<file path="config.mk">
export PLATFORM = sky130hd
export DESIGN_NAME = cp_coarse_trap_filter
export DESIGN_NICKNAME = d
export VERILOG_FILES = /design/src/rtl/ccrt_pkg.sv /design/src/rtl/ccrt_gate.sv /design/src/rtl/ccrt_mask_check.sv /design/src/rtl/ccrt_impl_check.sv /design/src/rtl/cp_coarse_trap_filter.sv
export SDC_FILE = /design/constraint.sdc
export NUM_CORES = 1
export LEC_CHECK = 0
export BUFFER_PORTS_ARGS = -buffer_cell sky130_fd_sc_hd__buf_2
export CAP_MARGIN = 20
export CORE_AREA = 2 2 39 41
export DETAILED_ROUTE_END_ITERATION = 16
export DIE_AREA = 0 0 41 43
export PLACE_DENSITY = 0.65
export SYNTH_ARGS = -nofsm -noshare
export SYNTH_HDL_FRONTEND = slang
export SYNTH_SLANG_ARGS = --single-unit
</file>
<file path="constraint.sdc">
create_clock -name vclk -period 4.4
set_input_delay 1.1 -clock vclk [all_inputs]
set_output_delay 1.1 -clock vclk [all_outputs]
set_load 0.01 [all_outputs]
</file>
<file path="src/rtl/ccrt_pkg.sv">
package ccrt_pkg;

  typedef enum logic [1:0] {
    LVL_USER   = 2'd0,
    LVL_KERNEL = 2'd1,
    LVL_HYP    = 2'd2,
    LVL_MON    = 2'd3
  } level_e;

  // Mask indexes that the per-register rule can never trap.
  localparam int unsigned EXEMPT_LO = 4;
  localparam int unsigned EXEMPT_HI = 14;

  function automatic logic is_low_level(input logic [1:0] lvl);
    return (lvl == LVL_USER) || (lvl == LVL_KERNEL);
  endfunction

  function automatic logic is_exempt(input int unsigned idx);
    return (idx == EXEMPT_LO) || (idx == EXEMPT_HI);
  endfunction

endpackage

</file>
<file path="src/rtl/ccrt_gate.sv">
module ccrt_gate
  import ccrt_pkg::*;
#(
  parameter int unsigned LVL_W = 2
) (
  input  logic [LVL_W-1:0] level_i,
  input  logic             l2_en_i,
  output logic             eligible_o
);
  logic [1:0] lvl2;
  assign lvl2       = level_i[1:0];
  assign eligible_o = l2_en_i && (LVL_W == 2 ? is_low_level(lvl2) : 1'b0);
endmodule

</file>
<file path="src/rtl/ccrt_mask_check.sv">
module ccrt_mask_check
  import ccrt_pkg::*;
#(
  parameter int unsigned IDX_W = 4,
  localparam int unsigned NREG = 1 << IDX_W
) (
  input  logic [IDX_W-1:0] crn_i,
  input  logic [IDX_W-1:0] crm_i,
  input  logic             pair_i,
  input  logic             host_i,
  input  logic [NREG-1:0]  reg_mask_i,
  output logic             mask_hit_o
);
  logic [NREG-1:0]  armed;
  logic [IDX_W-1:0] sel_idx;

  for (genvar i = 0; i < NREG; i++) begin : g_arm
    if (is_exempt(i)) begin : g_exempt
      assign armed[i] = 1'b0;
    end else begin : g_live
      assign armed[i] = reg_mask_i[i];
    end
  end

  assign sel_idx    = pair_i ? crm_i : crn_i;
  assign mask_hit_o = !host_i && armed[sel_idx];
endmodule

</file>
<file path="src/rtl/ccrt_impl_check.sv">
module ccrt_impl_check #(
  parameter int unsigned IDX_W    = 4,
  parameter int unsigned NGRP     = 3,
  parameter int unsigned GRP_BASE = 9,
  localparam int unsigned NREG    = 1 << IDX_W,
  parameter logic [NGRP*NREG-1:0] GRP_MASKS = {16'h81FF, 16'h0113, 16'h01E7}
) (
  input  logic [IDX_W-1:0] crn_i,
  input  logic [IDX_W-1:0] crm_i,
  input  logic             pair_i,
  input  logic             impl_en_i,
  output logic             impl_hit_o
);
  logic [NGRP-1:0] grp_hit;

  for (genvar g = 0; g < NGRP; g++) begin : g_grp
    localparam logic [NREG-1:0]  ROW_MASK = GRP_MASKS[g*NREG +: NREG];
    localparam logic [IDX_W-1:0] ROW_CRN  = IDX_W'(GRP_BASE + g);
    assign grp_hit[g] = (crn_i == ROW_CRN) && ROW_MASK[crm_i];
  end

  assign impl_hit_o = impl_en_i && !pair_i && (|grp_hit);
endmodule

</file>
<file path="src/rtl/cp_coarse_trap_filter.sv">
module cp_coarse_trap_filter #(
  parameter int unsigned IDX_W = 4,
  parameter int unsigned LVL_W = 2,
  localparam int unsigned NREG = 1 << IDX_W
) (
  input  logic [IDX_W-1:0] crn_i,
  input  logic [IDX_W-1:0] crm_i,
  input  logic             pair_i,
  input  logic [LVL_W-1:0] level_i,
  input  logic             l2_en_i,
  input  logic             host_i,
  input  logic [NREG-1:0]  reg_mask_i,
  input  logic             impl_trap_i,
  output logic             trap_o
);
  logic eligible;
  logic mask_hit;
  logic impl_hit;

  ccrt_gate #(.LVL_W(LVL_W)) u_gate (
    .level_i   (level_i),
    .l2_en_i   (l2_en_i),
    .eligible_o(eligible)
  );

  ccrt_mask_check #(.IDX_W(IDX_W)) u_mask (
    .crn_i     (crn_i),
    .crm_i     (crm_i),
    .pair_i    (pair_i),
    .host_i    (host_i),
    .reg_mask_i(reg_mask_i),
    .mask_hit_o(mask_hit)
  );

  ccrt_impl_check #(.IDX_W(IDX_W)) u_impl (
    .crn_i     (crn_i),
    .crm_i     (crm_i),
    .pair_i    (pair_i),
    .impl_en_i (impl_trap_i),
    .impl_hit_o(impl_hit)
  );

  // Mask rule takes precedence in evaluation order; either hit suffices.
  assign trap_o = eligible && (mask_hit || impl_hit);
endmodule

</file>
==> reports/results.txt <==
The post-synthesis cell area was 292 um2; the number of nets produced by synthesis was 66. The cell area after placement is 440 um2. The number of clock buffers in the layout is 0. The tools report the overall track demand over capacity in global routing as 8.82%. From synthesis to final layout, the design area changed by 51.1%.

After the flow finishes, the layout carries non-filler instances totaling 79. The count of nets left with antenna violations once routing finished came out at 0. The total overflow left after global routing is 0.

The most numerous cell in the Yosys netlist was sky130_fd_sc_hd__mux2i_1. The highest ir drop seen on vdd is 0.0266 mV, and the count of placed standard cells including taps is 79. At the worst endpoint, the required time is 3.30 ns.

The height of the chip was 43 um. The first detailed-routing pass took 3 iterations. In this run, flip-flops and latches consume 0% of the power. After technology mapping, the gate count stands at 36.

The analysis attributes to net switching a power of 0.0180 mW. After detailed routing, no signal wire sits above met3. The floorplan step defined a die boundary enclosing 0.00176 mm2.

At the end of the flow the core is filled with cells to 31.8%. Net count of the finished layout: 95. The path type of the worst setup path is primary input to output pin. The final layout contains a sequential cell count of 0. The number of buffer cells added on primary ports was 28; the antenna diode instance count was 0. Sorting the synthesized cells by how often they occur yields sky130_fd_sc_hd__mux2i_1, sky130_fd_sc_hd__nand2_1, sky130_fd_sc_hd__a21oi_1. Of all cell types, the one taking the most synthesized area is sky130_fd_sc_hd__mux2i_1. The final count of negative-setup-slack endpoints was 0; the final clock period utilization by the worst path was 84.0%. Net switching is 46.0% of the power. In this run, the combinational gates consume 100.0% of the power.

The critical path endpoint category was an output pin. Subtracting the final worst setup slack from the clock period gives 3.70 ns. The run gives 14 as the number of rows created at floorplan. After detailed routing, the average wire length per cell comes to 9.89 um. Overall die width: 41 um. The internal portion of the total power is 0.0211 mW.

The flow ran to the end, and the final reports show no timing, DRC or antenna violations. In this run the post-CTS setup repair buffer count came out at 0. Among all stages on the critical path, the largest delay is contributed by sky130_fd_sc_hd__mux4_2. The via count is 381. Once the floorplan was initialized, standard cells occupied 21.1% of the core.

The initial antenna violation count was 0; the transition time at the pin with the least slew margin was 0.376 ns. Synthesis instantiated 21 different standard cells from the library. Summed over all failing endpoints, the final setup total negative slack is 0 ns. Share of power burned in the clock network: 0%.

The share of the Yosys chip area taken by registers is 0%. The highest net fanout along the worst path came out at 7. The Yosys step of the flow raised 0 warnings. Wires add up to 781 um. The cell family contributing the most delay on the critical path is multiplexers.

The number of pins with negative max-slew slack in the final report was 0. The ratio of routed vias to standard cells was 4.82. The upper clock frequency limit is 0.271 GHz, and the area share of the largest cell type after synthesis is 17.2%.

The number of violations reported at the end of detailed-routing iteration 0 is 9, and the core box area is 0.00138 mm2. The analysis attributes to cell leakage a power of 0.212 nW. By area the synthesized netlist is led by sky130_fd_sc_hd__mux2i_1, sky130_fd_sc_hd__mux2i_4, sky130_fd_sc_hd__mux4_2. DRC violation count after routing: 0. Summed over all nets, wire length on met3 after detailed routing comes to 89 um. Arrival time of data at the critical path endpoint: 2.60 ns. 31 I/O pins were placed. In this design, the critical path's most frequently occurring cell is sky130_fd_sc_hd__buf_2.

Final hold slack: 2.62 ns. Setup repair after global routing left no endpoint under its margin. The number of global-route vias before repair came out at 301.

The first-pass GRT wire length is 1.15 mm. Fill cells in the final layout number 162. The tools report the worst setup slack before clock tree synthesis as 0.694 ns. The final number of hold-violating endpoints is 0. For this run, the slowest stage of the critical path takes 0.53 ns. The run gives 0.703 ns as the post-route worst setup slack.

The average instance in the mapped netlist occupies 8.10 um2. The tools report the number of hold buffers added after cts as 0. For the routed metal-1 wirelength, the log shows 336 um.

Summing all flip-flop and latch instances after layout gives 0 um2. The relative max-transition margin came out at 74.4%. Entering global routing, the biggest net connects 8 pins. Gates resized during post-CTS repair numbered 0. The area of the multi-input gates was 273 um2. The met2 wire length is 355 um, and the sum of internal, switching and leakage power is 0.0391 mW. The worst min-delay path category was primary input to output pin. Dividing total power by cell area gives a power density of 88.8 mW/mm2. At the end of routability-driven placement, the weighted congestion stood at 0.666.

The signal on the critical path passes through buf_2 -> mux2i_4 -> mux4_2 -> nor2_1 -> o211ai_1 -> buf_2. The tools report the startpoint type of the worst setup path as a primary input. Of the cells placed in the final design, the portion with a size suffix greater than 1 is 50.8%. The count of buffering cells on the critical path with inverters included is 2. The finished cells cover 440 um2.

The number of max-cap violations came out at 0.
==> layout by cell type (no fill, tap or decap) <==
cell type,n
sky130_fd_sc_hd__nand3b_1,1
sky130_fd_sc_hd__mux4_2,1
sky130_fd_sc_hd__o211ai_1,2
sky130_fd_sc_hd__o31ai_1,1
sky130_fd_sc_hd__nand3_1,1
sky130_fd_sc_hd__mux2i_1,5
sky130_fd_sc_hd__inv_1,2
sky130_fd_sc_hd__nor4_1,1
sky130_fd_sc_hd__nor3b_1,1
sky130_fd_sc_hd__nor2_1,2
sky130_fd_sc_hd__o21ai_0,1
sky130_fd_sc_hd__a21oi_1,3
sky130_fd_sc_hd__buf_2,28
sky130_fd_sc_hd__mux2i_4,2
sky130_fd_sc_hd__a31oi_1,2
sky130_fd_sc_hd__o21bai_1,2
sky130_fd_sc_hd__nand4b_1,1
sky130_fd_sc_hd__mux2i_2,1
sky130_fd_sc_hd__a32oi_1,1
sky130_fd_sc_hd__nor3_1,1
sky130_fd_sc_hd__nand2_1,4
==> metal layers <==
layer	GRT usage, %	up-vias
met3	0.524	0
met1	12.5	166
met2	15.0	17
met4	0	0
met5	0	-
li1	-	198
==> layout make-up <==
class,instances,area share (%)
Timing Repair Buffer,28,31.8
Inverter,2,1.70
Tap cell,16,4.55
Multi-Input combinational cell,33,61.9
==> cells by family (layout without fill, tap and decap cells) <==
family / count (synthesis) / in the layout / synth area share [%]
compound gates: 12 / 12 / 27.0
mux: 9 / 9 / 45.1
buf+inv: 3 / 30 / 6.44
simple gates: 12 / 12 / 21.5
==> power groups by stage <==
stage / Clock, mW / Sequential, mW / Combinational [mW]
final: 0 / 0 / 0.0391
after global routing: 0 / 0 / 0.0435
after CTS: 0 / 0 / 0.0396
after detailed placement: 0 / 0 / 0.0396
after global placement: 0 / 0 / 0.0388
after floorplan: 0 / 0 / 0.0223
==> path summary, 6_finish.rpt <==
path	from	end	slack [ns]	depth (start not counted)
min	host_i	trap_o	2.62	5
max	pair_i	trap_o	0.70	6
Power figures use the tool's default switching activity.
